### config.mk
export PLATFORM = sky130hd
export DESIGN_NAME = flash_cmd_decoder
export DESIGN_NICKNAME = d
export VERILOG_FILES = /design/src/rtl/flash_cmd_pkg.sv /design/src/rtl/flash_cmd_match.sv /design/src/rtl/flash_cmd_fsm.sv /design/src/rtl/flash_id_read.sv /design/src/rtl/flash_cmd_decoder.sv
export SDC_FILE = /design/constraint.sdc
export NUM_CORES = 1
export LEC_CHECK = 0
export ABC_AREA = 1
export BUFFER_PORTS_ARGS = -buffer_cell sky130_fd_sc_hd__buf_2
export CELL_PAD_IN_SITES_DETAIL_PLACEMENT = 0
export CELL_PAD_IN_SITES_GLOBAL_PLACEMENT = 1
export CORE_MARGIN = 10
export CORE_UTILIZATION = 26
export CTS_CLUSTER_DIAMETER = 120
export DETAILED_ROUTE_END_ITERATION = 6
export PLACE_DENSITY_LB_ADDON = 0.1
export SYNTH_ARGS = -nofsm -noshare
export SYNTH_HDL_FRONTEND = slang
export SYNTH_SLANG_ARGS = --single-unit
### constraint.sdc
create_clock -name clk -period 1.4 [get_ports clk]
set_input_delay 0.14 -clock clk [delete_from_list [all_inputs] [get_ports clk]]
set_output_delay 0.14 -clock clk [all_outputs]
set_load 0.03 [all_outputs]
### src/rtl/flash_cmd_pkg.sv
`timescale 1ns/1ps
package flash_cmd_pkg;
  localparam int CMD_AW = 15;   // address bits compared for command writes
  localparam int NPAT   = 9;    // number of address/data patterns

  // Pattern indices
  localparam int P_AA   = 0;    // AA @ 5555
  localparam int P_55   = 1;    // 55 @ 2AAA
  localparam int P_WEN  = 2;    // A0 @ 5555
  localparam int P_IDIN = 3;    // 90 @ 5555
  localparam int P_IDEX = 4;    // F0 @ 5555
  localparam int P_LK80 = 5;    // 80 @ 5555
  localparam int P_LK40 = 6;    // 40 @ 5555
  localparam int P_ARML = 7;    // 00 @ 0000
  localparam int P_ARMH = 8;    // FF @ 7FFF

  typedef enum logic [2:0] {
    ST_IDLE, ST_U1, ST_U2, ST_L3, ST_L4, ST_L5, ST_L6
  } seq_state_t;

  function automatic logic [CMD_AW-1:0] pat_addr(input int i);
    case (i)
      P_55:    pat_addr = 15'h2AAA;
      P_ARML:  pat_addr = 15'h0000;
      P_ARMH:  pat_addr = 15'h7FFF;
      default: pat_addr = 15'h5555;
    endcase
  endfunction

  function automatic logic [7:0] pat_data(input int i);
    case (i)
      P_AA:    pat_data = 8'hAA;
      P_55:    pat_data = 8'h55;
      P_WEN:   pat_data = 8'hA0;
      P_IDIN:  pat_data = 8'h90;
      P_IDEX:  pat_data = 8'hF0;
      P_LK80:  pat_data = 8'h80;
      P_LK40:  pat_data = 8'h40;
      P_ARML:  pat_data = 8'h00;
      default: pat_data = 8'hFF;
    endcase
  endfunction
endpackage

### src/rtl/flash_cmd_match.sv
`timescale 1ns/1ps
module flash_cmd_match
  import flash_cmd_pkg::*;
#(
  parameter int AW = 19
) (
  input  logic [AW-1:0]   addr,
  input  logic [7:0]      data,
  output logic [NPAT-1:0] hit
);
  // Upper address bits take no part in the comparison
  logic [CMD_AW-1:0] low_addr;
  assign low_addr = addr[CMD_AW-1:0];

  for (genvar g = 0; g < NPAT; g++) begin : g_pat
    assign hit[g] = (low_addr == pat_addr(g)) && (data == pat_data(g));
  end
endmodule

### src/rtl/flash_cmd_fsm.sv
`timescale 1ns/1ps
module flash_cmd_fsm
  import flash_cmd_pkg::*;
(
  input  logic            clk,
  input  logic            rst_n,
  input  logic            wr_valid,
  input  logic [NPAT-1:0] hit,
  input  logic            prog_done,
  output logic            sector_wr_en,
  output logic            id_mode,
  output logic            lock_arm_lo,
  output logic            lock_arm_hi,
  output logic            stray_wr
);
  seq_state_t state, state_nxt;
  logic dec, adv, set_wen, set_id, clr_id, arm_lo, arm_hi;

  // Writes are byte loads while a sector write is open
  assign dec = wr_valid && !sector_wr_en;

  always_comb begin
    state_nxt = state;
    adv       = 1'b0;
    set_wen   = 1'b0;
    set_id    = 1'b0;
    clr_id    = 1'b0;
    arm_lo    = 1'b0;
    arm_hi    = 1'b0;
    if (dec) begin
      case (state)
        ST_IDLE: if (hit[P_AA]) begin adv = 1'b1; state_nxt = ST_U1; end
        ST_U1:   if (hit[P_55]) begin adv = 1'b1; state_nxt = ST_U2; end
        ST_U2: begin
          if (hit[P_WEN])       begin adv = 1'b1; set_wen = 1'b1; state_nxt = ST_IDLE; end
          else if (hit[P_IDIN]) begin adv = 1'b1; set_id  = 1'b1; state_nxt = ST_IDLE; end
          else if (hit[P_IDEX]) begin adv = 1'b1; clr_id  = 1'b1; state_nxt = ST_IDLE; end
          else if (hit[P_LK80]) begin adv = 1'b1; state_nxt = ST_L3; end
        end
        ST_L3: if (hit[P_AA])   begin adv = 1'b1; state_nxt = ST_L4; end
        ST_L4: if (hit[P_55])   begin adv = 1'b1; state_nxt = ST_L5; end
        ST_L5: if (hit[P_LK40]) begin adv = 1'b1; state_nxt = ST_L6; end
        ST_L6: begin
          if (hit[P_ARML])      begin adv = 1'b1; arm_lo = 1'b1; state_nxt = ST_IDLE; end
          else if (hit[P_ARMH]) begin adv = 1'b1; arm_hi = 1'b1; state_nxt = ST_IDLE; end
        end
        default: state_nxt = ST_IDLE;
      endcase
      // Broken sequence: back to idle, but the same write may start anew
      if (!adv) state_nxt = hit[P_AA] ? ST_U1 : ST_IDLE;
    end
  end

  always_ff @(posedge clk or negedge rst_n) begin
    if (!rst_n) begin
      state        <= ST_IDLE;
      sector_wr_en <= 1'b0;
      id_mode      <= 1'b0;
      lock_arm_lo  <= 1'b0;
      lock_arm_hi  <= 1'b0;
      stray_wr     <= 1'b0;
    end else begin
      state       <= state_nxt;
      lock_arm_lo <= arm_lo;
      lock_arm_hi <= arm_hi;
      stray_wr    <= dec && !adv && !hit[P_AA];
      if (set_wen)        sector_wr_en <= 1'b1;
      else if (prog_done) sector_wr_en <= 1'b0;
      if (set_id)         id_mode <= 1'b1;
      else if (clr_id)    id_mode <= 1'b0;
    end
  end

  // a finished program cycle closes the write permission
  p_wen_close_r2: assert property (@(posedge clk) disable iff (!rst_n)
    sector_wr_en && prog_done |=> !sector_wr_en);
  // byte loads during an open sector write are never stray
  p_load_not_stray_r2: assert property (@(posedge clk) disable iff (!rst_n)
    sector_wr_en && wr_valid |=> !stray_wr);
  // identification mode only turns on after a write
  p_id_rise_r3: assert property (@(posedge clk) disable iff (!rst_n)
    $rose(id_mode) |-> $past(wr_valid));
  // identification mode only turns off after a write
  p_id_fall_r4: assert property (@(posedge clk) disable iff (!rst_n)
    $fell(id_mode) |-> $past(wr_valid));
  // at most one boot block armed, and only as a single-cycle pulse
  p_arm_excl_r7: assert property (@(posedge clk) disable iff (!rst_n)
    $onehot0({lock_arm_lo, lock_arm_hi}));
  p_arm_pulse_r7: assert property (@(posedge clk) disable iff (!rst_n)
    (lock_arm_lo || lock_arm_hi) |=> !(lock_arm_lo || lock_arm_hi));
  // a stray flag always follows a write
  p_stray_src_r10: assert property (@(posedge clk) disable iff (!rst_n)
    stray_wr |-> $past(wr_valid));
endmodule

### src/rtl/flash_id_read.sv
`timescale 1ns/1ps
module flash_id_read #(
  parameter int AW = 19
) (
  input  logic          id_mode,
  input  logic [AW-1:0] rd_addr,
  input  logic [1:0]    lock_status,
  output logic          id_rd_hit,
  output logic [7:0]    id_rd_data
);
  localparam logic [7:0]    MAKER_CODE = 8'h1F;
  localparam logic [7:0]    DEV_CODE   = 8'hC4;
  localparam logic [AW-1:0] LO_STAT_A  = AW'(2);
  localparam logic [AW-1:0] HI_STAT_A  = {{(AW-4){1'b1}}, 4'h2};

  always_comb begin
    id_rd_hit  = 1'b0;
    id_rd_data = 8'h00;
    if (id_mode) begin
      if (rd_addr[AW-1:1] == '0) begin
        id_rd_hit  = 1'b1;
        id_rd_data = rd_addr[0] ? DEV_CODE : MAKER_CODE;
      end else if (rd_addr == LO_STAT_A) begin
        id_rd_hit  = 1'b1;
        id_rd_data = {7'b1111111, lock_status[0]};
      end else if (rd_addr == HI_STAT_A) begin
        id_rd_hit  = 1'b1;
        id_rd_data = {7'b1111111, lock_status[1]};
      end
    end
  end
endmodule

### src/rtl/flash_cmd_decoder.sv
`timescale 1ns/1ps
module flash_cmd_decoder
  import flash_cmd_pkg::*;
#(
  parameter int AW = 19
) (
  input  logic          clk,
  input  logic          rst_n,
  input  logic          wr_valid,
  output logic          wr_ready,
  input  logic [AW-1:0] wr_addr,
  input  logic [7:0]    wr_data,
  input  logic          prog_done,
  input  logic [AW-1:0] rd_addr,
  input  logic [1:0]    lock_status,
  output logic          id_rd_hit,
  output logic [7:0]    id_rd_data,
  output logic          sector_wr_en,
  output logic          id_mode,
  output logic          lock_arm_lo,
  output logic          lock_arm_hi,
  output logic          stray_wr
);
  logic [NPAT-1:0] hit;

  assign wr_ready = 1'b1;

  flash_cmd_match #(.AW(AW)) u_match (
    .addr (wr_addr),
    .data (wr_data),
    .hit  (hit)
  );

  flash_cmd_fsm u_fsm (
    .clk          (clk),
    .rst_n        (rst_n),
    .wr_valid     (wr_valid),
    .hit          (hit),
    .prog_done    (prog_done),
    .sector_wr_en (sector_wr_en),
    .id_mode      (id_mode),
    .lock_arm_lo  (lock_arm_lo),
    .lock_arm_hi  (lock_arm_hi),
    .stray_wr     (stray_wr)
  );

  flash_id_read #(.AW(AW)) u_idrd (
    .id_mode     (id_mode),
    .rd_addr     (rd_addr),
    .lock_status (lock_status),
    .id_rd_hit   (id_rd_hit),
    .id_rd_data  (id_rd_data)
  );

  // identification bytes reach the read path only in identification mode
  p_id_read_mode_r5: assert property (@(posedge clk) disable iff (!rst_n)
    id_rd_hit |-> id_mode);
endmodule

# [After elaboration in Yosys (flattened, before gate mapping)]
# Cells that the tools add are included.
[word_totals] regBits=8 inputBits=52 output_inout_bits=15 word_cells=113
[op_classes] eq_ne=26 n_mux=57 reduce_logical=24
[op_table] operator="$eq 8x8->1 const B" count=6
[op_table] operator="$mux 8" count=5
[op_table] operator="$mux 1" count=38
[op_table] operator="$mux 3" count=12
[op_table] operator="$eq 15x15->1 const B" count=2
[op_table] operator="$pmux 3 s7" count=1
[op_table] operator="$eq 19x19->1 const B" count=1
[op_table] operator="$eq 19x2->1 const B" count=1
[op_table] operator="$logic_not 18->1" count=1
[op_table] operator="$eq 8x7->1 const B" count=2
[op_table] operator="$eq 15x14->1 const B" count=1
[op_table] operator="$logic_not 15->1" count=1
[op_table] operator="$logic_and 1x1->1" count=12
[op_table] operator="$eq 3x3->1 const B" count=3
[op_table] operator="$ne 3x3->1 const B" count=3
[op_table] operator="$logic_not 8->1" count=1
[op_table] operator="$reduce_and 8->1" count=1
[op_table] operator="$eq 3x2->1 const B" count=2
[op_table] operator="$ne 3x2->1 const B" count=2
[op_table] operator="$ne 6x6->1 const B" count=1
[op_table] operator="$pmux 1 s5" count=1
[op_table] operator="$ne 4x4->1 const B" count=1
[op_table] operator="$reduce_bool 2->1" count=2
[op_table] operator="$reduce_or 2->1" count=2
[op_table] operator="3 further kinds" count=5

# [Logic depth before layout (Yosys ltp)]
[depth] ltp_word=12 depth_mapped=14 mapped_depth_nobuf=14

# [Hierarchy]
# From an unflattened synthesis, not the netlist that was laid out.
[hier_totals] hier_cells=223 area_unflattened_um2=1173.6
[modules_own_cells] module="flash_cmd_fsm" instances=1 cells_per_inst=68 area_each_um2=488.0 seq_area_each_um2=200.2
[modules_own_cells] module="flash_cmd_match" instances=1 cells_per_inst=85 area_each_um2=339.1 seq_area_each_um2=0.0
[modules_own_cells] module="flash_id_read" instances=1 cells_per_inst=68 area_each_um2=335.3 seq_area_each_um2=0.0
[modules_own_cells] module="flash_cmd_decoder" instances=1 cells_per_inst=2 area_each_um2=11.3 seq_area_each_um2=0.0

# [Worst setup path before layout]
# OpenSTA, ideal clock, no wires.
[synth_timing] path_kind="in2out" startpoint="in rd_addr[2]" endpoint="out id_rd_data[7]" arrival_ns=1.540 required_ns=1.260 path_slack_ns=-0.280 stages=6 path_buffers=1 cell_sequence="nor4b_1 -> nand3_1 -> nand3_1 -> nand2_1 -> nor2_1 -> buf_4"
[synth_via] elab_chain_cells=5 elab_cells_between_ends=7 classes_between="2 x eq/ne; 4 x mux; 1 x reduce/logical"
[synth_rtl] item="from (decl)" line_no="flash_cmd_decoder.sv:14" rtl="input logic [AW-1:0] rd_addr,"
[synth_rtl] item="$eq 19x19->1" line_no="flash_id_read.sv:26" rtl="end else if (rd_addr == HI_STAT_A) begin"
[synth_rtl] item="$mux 8" line_no="flash_id_read.sv:26"
[synth_rtl] item="$mux 8" line_no="flash_id_read.sv:23" rtl="end else if (rd_addr == LO_STAT_A) begin"
[synth_rtl] item="$mux 8 (*)" line_no="flash_id_read.sv:20" rtl="if (rd_addr[AW-1:1] == '0) begin"
[synth_rtl] item="$mux 8 (*)" line_no="flash_id_read.sv:19" rtl="if (id_mode) begin"
[synth_rtl] item="to (decl)" line_no="flash_cmd_decoder.sv:17" rtl="output logic [7:0] id_rd_data,"
# Every way passes the cells marked *; elsewhere a longest branch is shown, timed or not.

# [Worst setup path after layout]
[layout_timing] startpoint="in rd_addr[10]" endpoint="out id_rd_data[0]"
# Same word-level chain as after synthesis.

==> metrics.md <==
| Metric | Value |
|---|---|
| Synthesis-stage register bit count | 8 |
| Largest net degree at the start of global routing | 9 |
| Setup Skew | 0.00659 ns |
| Via Count | 1510 |
| GPL Wtd Cong | 0.790 |
| WL/cell | 12.2 um |
| Initial DRC count | 36 |
| Setup violators final | 7 |
| DRC violations left | 0 |
| # IOs | 67 |
| Max clock buf depth | 2 |
| Synth Warn # | 0 |
| Outcome | finished, violations left |
| Std-Cell Rows | 23 |
| Share of cells above drive strength 1 | 49.3% |
| Total global routing overflow | 0 |
| HP Class | in2reg |
| Detail Placement HPWL | 3340 um |
| Design area | 0.00191 mm^2 |
| Post-synth cell types | 22 |
| FF-to-FF setup slack | -0.02 ns |
| Initial antenna violation count | 0 |
| Die width | 84.1 um |
| Startpoint Class | input pin |
| Slew Viols, Final | 0 |
| Final #Nets | 342 |
| Non-Filler Instances | 338 |
| TritonCTS clock tree | built |
| Crit path DAT | 1.35 ns |
| Max Cap Viol | 0 |
| Final worst path period share | 106% |
| Worst-path cell chain | buf_8 -> nor2_4 -> nand4_1 -> nor3_4 -> nand3_2 -> nand2_2 -> nand3_4 -> o21ai_2 -> buf_6 |
| P per Cell Area | 383 mW/mm^2 |
| Kind of critical path | in2out |
| Unrepaired setup endpoints after global routing | yes |
| Clock sinks | 8 |
| Number of buffers created by CTS | 3 |
| Final Critical Period | 1.49 ns |
| Register area share after synthesis | 18.7% |
| Post-route ant nets | 0 |
| WP data required | 1.26 ns |
| Syn_nets | 253 |
| First-pass GRT wire length | 6640 um |
| CTS root buffer | clkbuf_8 |
| Slowest cell on crit path | nor3_4 |
| Die Area | 0.00708 mm^2 |
| Core area | 0.00400 mm^2 |
| Cell Area, Synth | 0.00107 mm^2 |
| Violated checks | negative setup slack |
| CP max stage delay | 0.20 ns |
| Max FO, Critical Path | 4 |
| Layout area overhead | 78.5% |
| Leakage power | 1.01 nW |
| Clk_lat worst skew | 0.23 ns |
| Initial DRT Pass Iterations | 4 |
| Most frequent cells in the layout | nand2_1 (46), buf_2 (46), nor2_1 (39), buf_4 (29), inv_1 (25) |
| Starting Density | 26.7% |
| Worst VDD drop | 240 uV |
| Diodes inserted | 0 |
| Port Buffers | 61 |
| Final Hold Fails | 0 |
| Via density | 4.47 |
| Die Span Y | 84.1 um |
| WL final | 4130 um |
| Post-placement cell area | 0.00159 mm^2 |
| Worst-path clk slew | 0.04 ns |
| Gr usage total | 10.7% |
| FMAX | 0.673 GHz |
| Number of global-route vias before repair | 1504 |
| Cells after Synth | 201 |
| Final core utilization | 47.7% |
| Post-synthesis area per instance | 5.32 um^2 |
| Worst setup margin | -0.0851 ns |
| Cell Count Post-Placement | 329 |
| H-Tree Depth | 1 |
| CP Capture Type | output port |
==> worst paths after layout <==
kind | end | startpoint | cells after the start
max | id_rd_data[0] | rd_addr[10] | 9
min | u_fsm.sector_wr_en | prog_done | 2
max reg2reg | u_fsm.state[0] | u_fsm.state[0] | 9
min reg2reg | u_fsm.sector_wr_en | u_fsm.sector_wr_en | 2
max in group asynchronous | u_fsm.state[2] | rst_n | 2
min in group asynchronous | u_fsm.stray_wr | rst_n | 2
==> report_power, final <==
part	switching [mW]	leakage, nW	internal (mW)
registers	0.000299	0.104	0.234
logic	0.117	0.887	0.105
clock network	0.0894	0.0216	0.186
==> through the flow <==
| step | total power [mW] | worst slack [ns] | TNS [ns] | hold slack, ns |
|---|---|---|---|---|
| after floorplan | 0.310 | -0.00782 | -0.00782 | -0.156 |
| after global placement | 0.430 | -0.191 | -1.17 | -0.00974 |
| after detailed placement | 0.430 | -0.223 | -1.23 | -0.000679 |
| after CTS | 0.737 | -0.0266 | -0.0577 | 0.0922 |
| after global routing | 0.793 | -0.176 | -1.20 | 0.0861 |
| final | 0.731 | -0.0851 | -0.289 | 0.0994 |
==> final cells by class <==
type / count / area [um^2]
inverter: 31 / 116
multi-input combinational: 158 / 888
tap: 50 / 62.6
sequential: 8 / 204
fill: 436 / 2090
clock buffer: 3 / 41.3
timing repair buffer: 88 / 597
==> worst max-delay path, delay by kind of cell <==
kind / cells / cell delay (ns)
AND/OR/NAND/NOR: 6 / 0.79
buffers and inverters: 2 / 0.24
AO/OA/AOI/OAI: 1 / 0.16
==> sequential cells by signal, summed over array words and instances (netlist names) <==
register            count
u_fsm.lock_arm_hi       1
u_fsm.lock_arm_lo       1
u_fsm.stray_wr          1
u_fsm.sector_wr_en      1
u_fsm.id_mode           1
u_fsm.state             3
==> cell usage after synthesis, drive strengths merged <==
library cell   n  area (um^2)
a21oi          1         5.00
and3           1         6.26
buf            4         30.0
conb           1         3.75
dfrtp          8          200
inv           31          116
nand2         58          238
nand3         15         75.1
nand4         10         62.6
nor2          55          231
nor3           6         30.0
nor4           1         12.5
nor4b          1         8.76
o21ai          8         43.8
o22ai          1         6.26
==> routing by layer <==
layer	share of wire, %	GRT usage (%)	up-vias
li1	-	-	803
met1	46	13.4	651
met2	48	18.3	54
met3	6.0	2.80	2
met4	0.19	1.52	0
met5	0	0	-
==> repair_timing <==
| action | 4_1_cts | 5_1_grt |
|---|---|---|
| gates resized for setup | 35 | 24 |
| setup endpoints to repair | 10 | 14 |
| gates cloned | 0 | 0 |
| hold endpoints to repair | 8 | 0 |
| pin swaps | 3 | 7 |
| setup buffers | 1 | 4 |
| hold buffers | 1 | 0 |
==> cell families after synthesis <==
kind of cell,after synthesis,synth area share (%)
AO/OA/AOI/OAI,10,5.15
buffers and inverters,35,13.7
flip-flops,8,18.7
other,1,0.351
AND/OR/NAND/NOR,147,62.1
No activity file was read; power rests on OpenSTA's default activity.
